`config.mk`:
```
export PLATFORM = sky130hd
export DESIGN_NAME = sd_spi_master
export DESIGN_NICKNAME = d
export VERILOG_FILES = /design/src/rtl/sd_spi_pkg.sv /design/src/rtl/sd_spi_ctrl.sv /design/src/rtl/sd_spi_datapath.sv /design/src/rtl/sd_spi_master.sv
export SDC_FILE = /design/constraint.sdc
export NUM_CORES = 1
export LEC_CHECK = 0
export BUFFER_PORTS_ARGS = -buffer_cell sky130_fd_sc_hd__buf_4
export CAP_MARGIN = 20
export CORE_MARGIN = 2
export CORE_UTILIZATION = 50
export DETAILED_ROUTE_END_ITERATION = 12
export PLACE_DENSITY = 0.86
export SLEW_MARGIN = 10
export SYNTH_ARGS = -nofsm -noshare
export SYNTH_HDL_FRONTEND = slang
export SYNTH_HIERARCHICAL = 1
export SYNTH_SLANG_ARGS = --single-unit
```
`constraint.sdc`:
```
create_clock -name clk -period 3.3 [get_ports clk]
set_input_delay 0.495 -clock clk [delete_from_list [all_inputs] [get_ports clk]]
set_output_delay 0.495 -clock clk [all_outputs]
set_load 0.005 [all_outputs]
```
`src/rtl/sd_spi_pkg.sv`:
```
package sd_spi_pkg;
  localparam int REG_ADDR_W = 2;
  localparam logic [REG_ADDR_W-1:0] ADDR_DATA   = 2'd0;
  localparam logic [REG_ADDR_W-1:0] ADDR_STATUS = 2'd1;
  localparam logic [REG_ADDR_W-1:0] ADDR_CTRL   = 2'd2;

  // strobes from the control unit to the shift datapath
  typedef struct packed {
    logic active;     // exchange in progress
    logic load;       // capture new transmit byte
    logic sample;     // rising serial edge: take one input bit
    logic lastSample; // the eighth rising edge
    logic shift;      // falling serial edge: present next output bit
  } spiStrobes_t;
endpackage

```
`src/rtl/sd_spi_ctrl.sv`:
```
module sd_spi_ctrl
  import sd_spi_pkg::*;
#(
  parameter int DIV_W    = 8,
  parameter int SLOW_DIV = 128,
  parameter int FAST_DIV = 4,
  parameter int BYTE_W   = 8,
  parameter int WORD_W   = 32
) (
  input  logic                  clk,
  input  logic                  rstN,
  input  logic [REG_ADDR_W-1:0] regAddr,
  input  logic                  wrEn,
  input  logic [WORD_W-1:0]     wrData,
  output spiStrobes_t           strobes,
  output logic                  busy,
  output logic                  sclk,
  output logic                  csN
);
  localparam int CNT_W = $clog2(BYTE_W);
  localparam logic [DIV_W-1:0] SLOW_VAL = DIV_W'(SLOW_DIV);
  localparam logic [DIV_W-1:0] FAST_VAL = DIV_W'(FAST_DIV);
  localparam logic [CNT_W-1:0] LAST_BIT = CNT_W'(BYTE_W - 1);

  logic             slowSel;
  logic [DIV_W-1:0] activeDiv;
  logic [DIV_W-1:0] halfCnt;
  logic [CNT_W-1:0] bitCnt;
  logic             startXfer, ctrlWr, halfTick;

  assign startXfer = wrEn && (regAddr == ADDR_DATA) && !busy;
  assign ctrlWr    = wrEn && (regAddr == ADDR_CTRL);
  assign halfTick  = busy && (halfCnt == activeDiv - DIV_W'(1));

  always_comb begin
    strobes.active     = busy;
    strobes.load       = startXfer;
    strobes.sample     = halfTick && !sclk;
    strobes.lastSample = halfTick && !sclk && (bitCnt == LAST_BIT);
    strobes.shift      = halfTick && sclk && (bitCnt != LAST_BIT);
  end

  // software control register
  always_ff @(posedge clk or negedge rstN) begin
    if (!rstN) begin
      csN     <= 1'b1;
      slowSel <= 1'b1;
    end else if (ctrlWr) begin
      csN     <= wrData[0];
      slowSel <= wrData[1];
    end
  end

  // sequencer: clock divider, serial clock and bit count
  always_ff @(posedge clk or negedge rstN) begin
    if (!rstN) begin
      busy      <= 1'b0;
      sclk      <= 1'b0;
      halfCnt   <= '0;
      bitCnt    <= '0;
      activeDiv <= SLOW_VAL;
    end else if (startXfer) begin
      busy      <= 1'b1;
      sclk      <= 1'b0;
      halfCnt   <= '0;
      bitCnt    <= '0;
      activeDiv <= slowSel ? SLOW_VAL : FAST_VAL;
    end else if (busy) begin
      if (halfTick) begin
        halfCnt <= '0;
        sclk    <= ~sclk;
        if (sclk) begin
          if (bitCnt == LAST_BIT) begin
            busy   <= 1'b0;
            bitCnt <= '0;
          end else begin
            bitCnt <= bitCnt + CNT_W'(1);
          end
        end
      end else begin
        halfCnt <= halfCnt + DIV_W'(1);
      end
    end
  end

  assert_busy_start_R2: assert property (@(posedge clk) disable iff (!rstN)
    $rose(busy) |-> $past(startXfer));
  assert_div_hold_R9: assert property (@(posedge clk) disable iff (!rstN)
    (busy && $past(busy)) |-> $stable(activeDiv));
  assert_cs_write_only_R7: assert property (@(posedge clk) disable iff (!rstN)
    !$past(ctrlWr) |-> $stable(csN));
  assert_sclk_idle_R10: assert property (@(posedge clk) disable iff (!rstN)
    !busy |-> !sclk);
  assert_end_low_R5: assert property (@(posedge clk) disable iff (!rstN)
    $fell(busy) |-> $fell(sclk));
endmodule

```
`src/rtl/sd_spi_datapath.sv`:
```
module sd_spi_datapath
  import sd_spi_pkg::*;
#(
  parameter int BYTE_W = 8,
  parameter int WORD_W = 32
) (
  input  logic              clk,
  input  logic              rstN,
  input  spiStrobes_t       strobes,
  input  logic [WORD_W-1:0] wrData,
  input  logic              miso,
  output logic              mosi,
  output logic [BYTE_W-1:0] rxByte
);
  logic [BYTE_W-1:0] txShift;
  logic [BYTE_W-1:0] rxShift;

  always_ff @(posedge clk or negedge rstN) begin
    if (!rstN) begin
      txShift <= '1;
    end else if (strobes.load) begin
      txShift <= wrData[BYTE_W-1:0];
    end else if (strobes.shift) begin
      txShift <= {txShift[BYTE_W-2:0], 1'b1};
    end
  end

  always_ff @(posedge clk or negedge rstN) begin
    if (!rstN) begin
      rxShift <= '0;
      rxByte  <= '0;
    end else if (strobes.sample) begin
      rxShift <= {rxShift[BYTE_W-2:0], miso};
      if (strobes.lastSample) rxByte <= {rxShift[BYTE_W-2:0], miso};
    end
  end

  assign mosi = strobes.active ? txShift[BYTE_W-1] : 1'b1;

  assert_rx_hold_R4: assert property (@(posedge clk) disable iff (!rstN)
    !$past(strobes.lastSample) |-> $stable(rxByte));
  assert_tx_ignore_R6: assert property (@(posedge clk) disable iff (!rstN)
    ($past(strobes.active) && !$past(strobes.shift)) |-> $stable(txShift));
endmodule

```
`src/rtl/sd_spi_master.sv`:
```
module sd_spi_master
  import sd_spi_pkg::*;
#(
  parameter int DIV_W    = 8,
  parameter int SLOW_DIV = 128,
  parameter int FAST_DIV = 4,
  parameter int BYTE_W   = 8,
  parameter int WORD_W   = 32
) (
  input  logic                  clk,
  input  logic                  rstN,
  input  logic [REG_ADDR_W-1:0] regAddr,
  input  logic                  wrEn,
  input  logic [WORD_W-1:0]     wrData,
  output logic [WORD_W-1:0]     rdData,
  output logic                  spiClk,
  output logic                  spiMosi,
  input  logic                  spiMiso,
  output logic                  spiCsN
);
  spiStrobes_t       strobes;
  logic              busy;
  logic [BYTE_W-1:0] rxByte;

  sd_spi_ctrl #(
    .DIV_W(DIV_W), .SLOW_DIV(SLOW_DIV), .FAST_DIV(FAST_DIV),
    .BYTE_W(BYTE_W), .WORD_W(WORD_W)
  ) u_ctrl (
    .clk(clk), .rstN(rstN), .regAddr(regAddr), .wrEn(wrEn), .wrData(wrData),
    .strobes(strobes), .busy(busy), .sclk(spiClk), .csN(spiCsN)
  );

  sd_spi_datapath #(.BYTE_W(BYTE_W), .WORD_W(WORD_W)) u_dp (
    .clk(clk), .rstN(rstN), .strobes(strobes), .wrData(wrData),
    .miso(spiMiso), .mosi(spiMosi), .rxByte(rxByte)
  );

  always_comb begin
    rdData = '0;
    case (regAddr)
      ADDR_DATA:   rdData[BYTE_W-1:0] = rxByte;
      ADDR_STATUS: rdData[0] = busy;
      default:     rdData = '0;
    endcase
  end

  assert_mosi_idle_R10: assert property (@(posedge clk) disable iff (!rstN)
    !busy |-> spiMosi);
endmodule

```
; ---- Word level (Yosys, flattened, before mapping)
; Cells that the tools add are included.
[totals]
register_bits = 46
romBits = 0
latchBits = 0
out_inout_bits = 35
memories = 0
mem_bits_rw = 0
[op_classes]
n_bitwise = 1
mul = 0
order_cmp = 0
n_eq_ne = 5
n_shift = 0
muxes = 22
n_reduce_logical = 18
div_mod_pow = 0
add_sub_neg = 3
[ops]
columns = cell, count
row1 = two-way mux 8 bit, 6
row2 = two-way mux 3 bit, 5
row3 = two-way mux 1 bit, 9
row4 = "adder 8 x 1 -> 8 bit, second input constant", 1
row5 = == test 8 bit, 1
row6 = logical AND 1 bit, 8
row7 = nonzero test 2 bit, 4
row8 = "subtractor 8 x 1 -> 8 bit, second input constant", 1
row9 = two-way mux 7 bit, 1
row10 = AND reduction 2 bit, 2
row11 = "adder 3 x 1 -> 3 bit, second input constant", 1
row12 = "== test 3 bit, second input constant", 1
row13 = "inequality test 3 bit, second input constant", 1
row14 = AND reduction 3 bit, 1
row15 = "== test 2 x 1 -> 1 bit, second input constant", 1
row16 = "== test 2 bit, second input constant", 1
row17 = logical NOT 1 bit, 2
row18 = logical NOT 2 bit, 1
row19 = case mux 1 bit (2 select lines), 1
row20 = inverter 1 bit, 1

; ---- Logic depth before layout (Yosys ltp)
[depth]
word_depth = 7
ltp_mapped = 7

; ---- Cells and area by module
; Netlist, hierarchy kept.
[by_module_without_submodules]
columns = module, n_inst, cells_per_inst, area_each_um2
row1 = sd_spi_datapath, 1, 67, 978.4
row2 = sd_spi_ctrl, 1, 101, 977.2
row3 = sd_spi_master, 1, 35, 247.7

; ---- Least setup slack after synthesis
; OpenSTA, ideal clock, no wires.
[synth_timing]
path_type = register -> register
from = register u_ctrl.halfCnt[4]
to = register u_dp.rxByte[0]
n_path_buf = 0
stages_incl_launch_ff = 7
required_ps = 3175
path_slack_ps = 716
t_arrival_ps = 2459
cell_sequence = dfrtp_1 > or4_4 > mux2_4 > or4_4 > nor2_1 > nand2_8 > mux2_4
[synth_lines]
columns = element, line_no
row1 = from (decl), sd_spi_ctrl.sv:27  ; logic [DIV_W-1:0] halfCnt;
row2 = from (signal assigned), sd_spi_ctrl.sv:81  ; halfCnt <= halfCnt + DIV_W'(1);
row3 = to (signal assigned), sd_spi_datapath.sv:34  ; if (strobes.lastSample) rxByte <= {rxShift[BYTE_W-2:0], miso};
row4 = to (decl), sd_spi_datapath.sv:13  ; output logic [BYTE_W-1:0] rxByte

==> implementation parameters <==
Parameter                              Value

Run status
  Result of the run ... completed

Synthesis
  Cell taking the most area after synthesis ... sky130_fd_sc_hd__dfrtp_1
  Top cells by area in the synthesized netlist ... sky130_fd_sc_hd__dfrtp_1 33%, sky130_fd_sc_hd__dfstp_2 13%, sky130_fd_sc_hd__buf_4 9.2%, sky130_fd_sc_hd__mux2_4 6.8%, sky130_fd_sc_hd__mux2_2 5.1%
  Synth Register Bits ... 40
  Post-Synthesis Cell Area ... 2200 um2
  Leading register cell type out of synthesis ... sky130_fd_sc_hd__dfrtp_1
  Mean instance size in the synthesized netlist ... 10.9 um2
  Fraction of the yosys area taken by sequential cells ... a little under half
  Async set-reset flop share out of synthesis ... 100%
  EDFF count, synth ... 0
  Number of unique standard cell types used by synthesis ... 39
  Gate count of the mapped netlist ... 203
  Fraction of post-synthesis cell area in the top cell type by area ... 32.9%
  Synth warn ... 6

Power and ir drop
  Ratio of total power to cell area ... 607 nW/um2
  Leakage Power ... about 1.1 nW
  Largest voltage drop on the vdd net ... about 340 uV
  Total power consumption of the routed design ... 1.48 mW
  Net Sw Frac ... 31.7%
  Part of the total power dissipated in combinational logic ... a little under a quarter
  Share of power burned in registers ... 49.5%
  Clock network fraction of design power ... 26.5%
  P_sw ... roughly 0.47 mW
  Cell-internal power ... 1.01 mW

Drt
  Initial DRT Pass Iterations ... 4
  Final routed wirelength across all metal layers ... 3910 um
  Vias ... 1494
  Post-DRT Antenna Nets ... 0
  Remaining DRCs ... 0
  Number of DRC markers in iteration 0 ... 66
  Via density ... around 5.3
  Routed WL per cell ... about 14 um

Worst setup path
  Worst EP required ... 3.49 ns
  Crit Path Category ... reg2reg
  Critical Path Fanout Max ... 9
  Minimum setup slack among reg-to-reg paths ... 0.49 ns
  Arrival time at the worst endpoint ... 3.00 ns
  Depth of the worst register-to-register path ... 6
  Critical path capture point type ... flip-flop
  Critical Path Source Type ... flip-flop

Global route
  Vias in the first global route ... 1428
  Total congestion overflow after global routing ... 0
  First-pass GRT wire length ... 6550 um
  Pin count of the biggest net entering global routing ... 41
  Antenna violations before repair ... 0
  Combined global-route utilization of all metal layers ... between 15 and 20%

STA
  Period Utilization, post-route ... a little under nine tenths
  Max Fclk ... 355 MHz
  Hold Violations, Final ... 0
  Setup Skew ... between 0.007 and 0.008 ns
  Worst Max-Slew Pin Slew ... slightly below 0.8 ns
  Total count of max-transition violations in the final report ... 0
  Final setup violation count ... 0
  Tmin final ... 2.81 ns
  Total negative slack for setup checks ... 0 ns
  Worst rel slew slack ... ~48%
  RSZ-0062 raised after global routing ... no

Floorplanning
  Area inside the core boundary ... 4290 um2
  Top-level I/O count ... 73
  Number of rows in the core area ... 24
  Effective utilization at floorplan ... 51.3%
  Die X-Extent ... 70.4 um
  Full die area ... 4950 um2
  DIE HEIGHT ... 70.4 um

Placed design
  Number of cells after detailed placement ... 273
  Input/output buffers ... 24
  RePlAce Congestion ... slightly above 0.8
  HPWL after DPL ... 2790 um

Cells and area
  Fraction of layout cells with a size suffix above 1 ... 30.6%
  Relative area change from synthesis to final layout ... 10.7%
  Total Nets Final ... between 200 and 300
  Non-filler instance count after layout ... between 200 and 300
  Area of combinational cells with multiple inputs ... 1030 um2
  Filler cells ... 368
  Utilization after layout ... ~57%
  Number of antenna diodes ... 0
  Area used by sequential logic in the layout ... ~1000 um2

CTS
  Clock latency reported for the late side of the worst-skew pair ... 0.30 ns
  Deepest level of the CTS H-tree ... 2
  Number of buffers between clock root and the deepest sink ... 2
  Clock tree from TritonCTS ... built
  Number of gates given a new drive strength after cts ... 0
  Clock-pin slew on the worst setup and hold paths ... 0.08 ns
  Post-CTS Setup Bufs ... 0
  CTS sink cnt ... 40
  CTS Hold Buffers Added ... 0
  Clock root buffer master ... sky130_fd_sc_hd__clkbuf_8
  Clock buffers created by TritonCTS ... 5

Min path
  Type of the most critical hold path ... in2async

Flow run
  Max-cap violation count ... 0
## cell families (layout without fill, tap and decap cells)
kind of cell | count (synthesis) | count (layout) | share of synthesized area [%]
other cells | 1 | 24 | 0.170
mux | 30 | 30 | 16.5
simple gates | 58 | 58 | 14.8
compound gates | 32 | 32 | 8.52
xor+xnor | 3 | 3 | 1.19
fa+ha+maj | 3 | 3 | 1.70
buf+inv | 36 | 39 | 11.1
flops | 40 | 40 | 46.1
## power by group through the flow
stage	clock, mW	combinational (mW)	sequential, mW
final	0.393	0.355	0.733
after global routing	0.423	0.402	0.749
after CTS	0.402	0.355	0.731
after detailed placement	0	0.354	0.741
after global placement	0	0.335	0.734
after floorplan	0	0.277	0.713
## registers in the layout, summed over array words and instances, names as in the netlist
register          flops
u_ctrl/halfCnt        8
u_dp/rxByte           8
u_dp/txShift          8
u_dp/rxShift          7
u_ctrl/bitCnt         3
u_ctrl/activeDiv      2
u_ctrl/busy           1
u_ctrl/csN            1
u_ctrl/sclk           1
u_ctrl/slowSel        1
## metal layers
metal	global-route usage [%]	vias to the layer above	routed length (um)
li1	-	708	-
met1	22.0	742	1750
met2	26.6	36	1910
met3	4.91	8	161
met4	7.05	0	85
met5	0	-	0
## cell usage after synthesis, drive strengths merged, types with 3 or more instances
cell type	count
mux2i	10
ha	3
mux2	20
and2	7
a21oi	7
o21ai	15
o31ai	5
dfstp	11
inv	5
nand4	4
buf	29
nor2b	3
nor3	4
nor2	7
nand2	20
dfrtp	29
## cell type report
type	count	area share (%)
clock buffer	7	4.41
clock inverter	1	0.359
inverter	5	0.769
multi-input combinational	150	42.2
sequential	40	41.6
tap	52	2.67
timing repair buffer	26	8.00
## cell usage in the layout, fill, tap and decap left out, types with 10 or more instances in the layout
master,netlist,layout
sky130_fd_sc_hd__buf_4,27,26
sky130_fd_sc_hd__mux2i_1,10,10
sky130_fd_sc_hd__dfrtp_1,29,29
sky130_fd_sc_hd__o21ai_0,15,15
sky130_fd_sc_hd__mux2_2,10,10
sky130_fd_sc_hd__nand2_1,19,19
sky130_fd_sc_hd__dfstp_2,11,11
sky130_fd_sc_hd__mux2_4,10,10
sky130_fd_sc_hd__conb_1,1,24
## per-stage QoR
step	instance area [um2]	hold WS [ns]	setup slack [ns]
final	2440	0.161	0.486
after global routing	2440	0.189	0.423
after CTS	2440	0.174	0.513
after detailed placement	2320	0.488	0.528
after global placement	2320	0.488	0.566
after floorplan	2290	0.199	0.716
## critical path, stage by stage (launching register included)
cell,delay (ns)
sky130_fd_sc_hd__dfrtp_1,0.44
sky130_fd_sc_hd__or4_4,0.55
sky130_fd_sc_hd__mux2_4,0.33
sky130_fd_sc_hd__or4_4,0.56
sky130_fd_sc_hd__inv_1,0.34
sky130_fd_sc_hd__nand2_8,0.14
sky130_fd_sc_hd__mux2_4,0.33
## final timing paths
check / endpoint / from
worst min-delay path: u_ctrl/halfCnt[1]$_DFFE_PN0P_ / rstN
min in group clk: u_dp/txShift[2]$_DFFE_PN1P_ / wrData[2]
worst min register to register: u_dp/rxByte[5]$_DFFE_PN0P_ / u_dp/rxByte[5]$_DFFE_PN0P_
worst max register to register: u_dp/rxByte[0]$_DFFE_PN0P_ / u_ctrl/halfCnt[4]$_DFFE_PN0P_
worst max-delay path: u_dp/rxByte[0]$_DFFE_PN0P_ / u_ctrl/halfCnt[4]$_DFFE_PN0P_
max in group asynchronous: u_dp/txShift[3]$_DFFE_PN1P_ / rstN
Note: power is estimated with default switching activity, not from simulation.
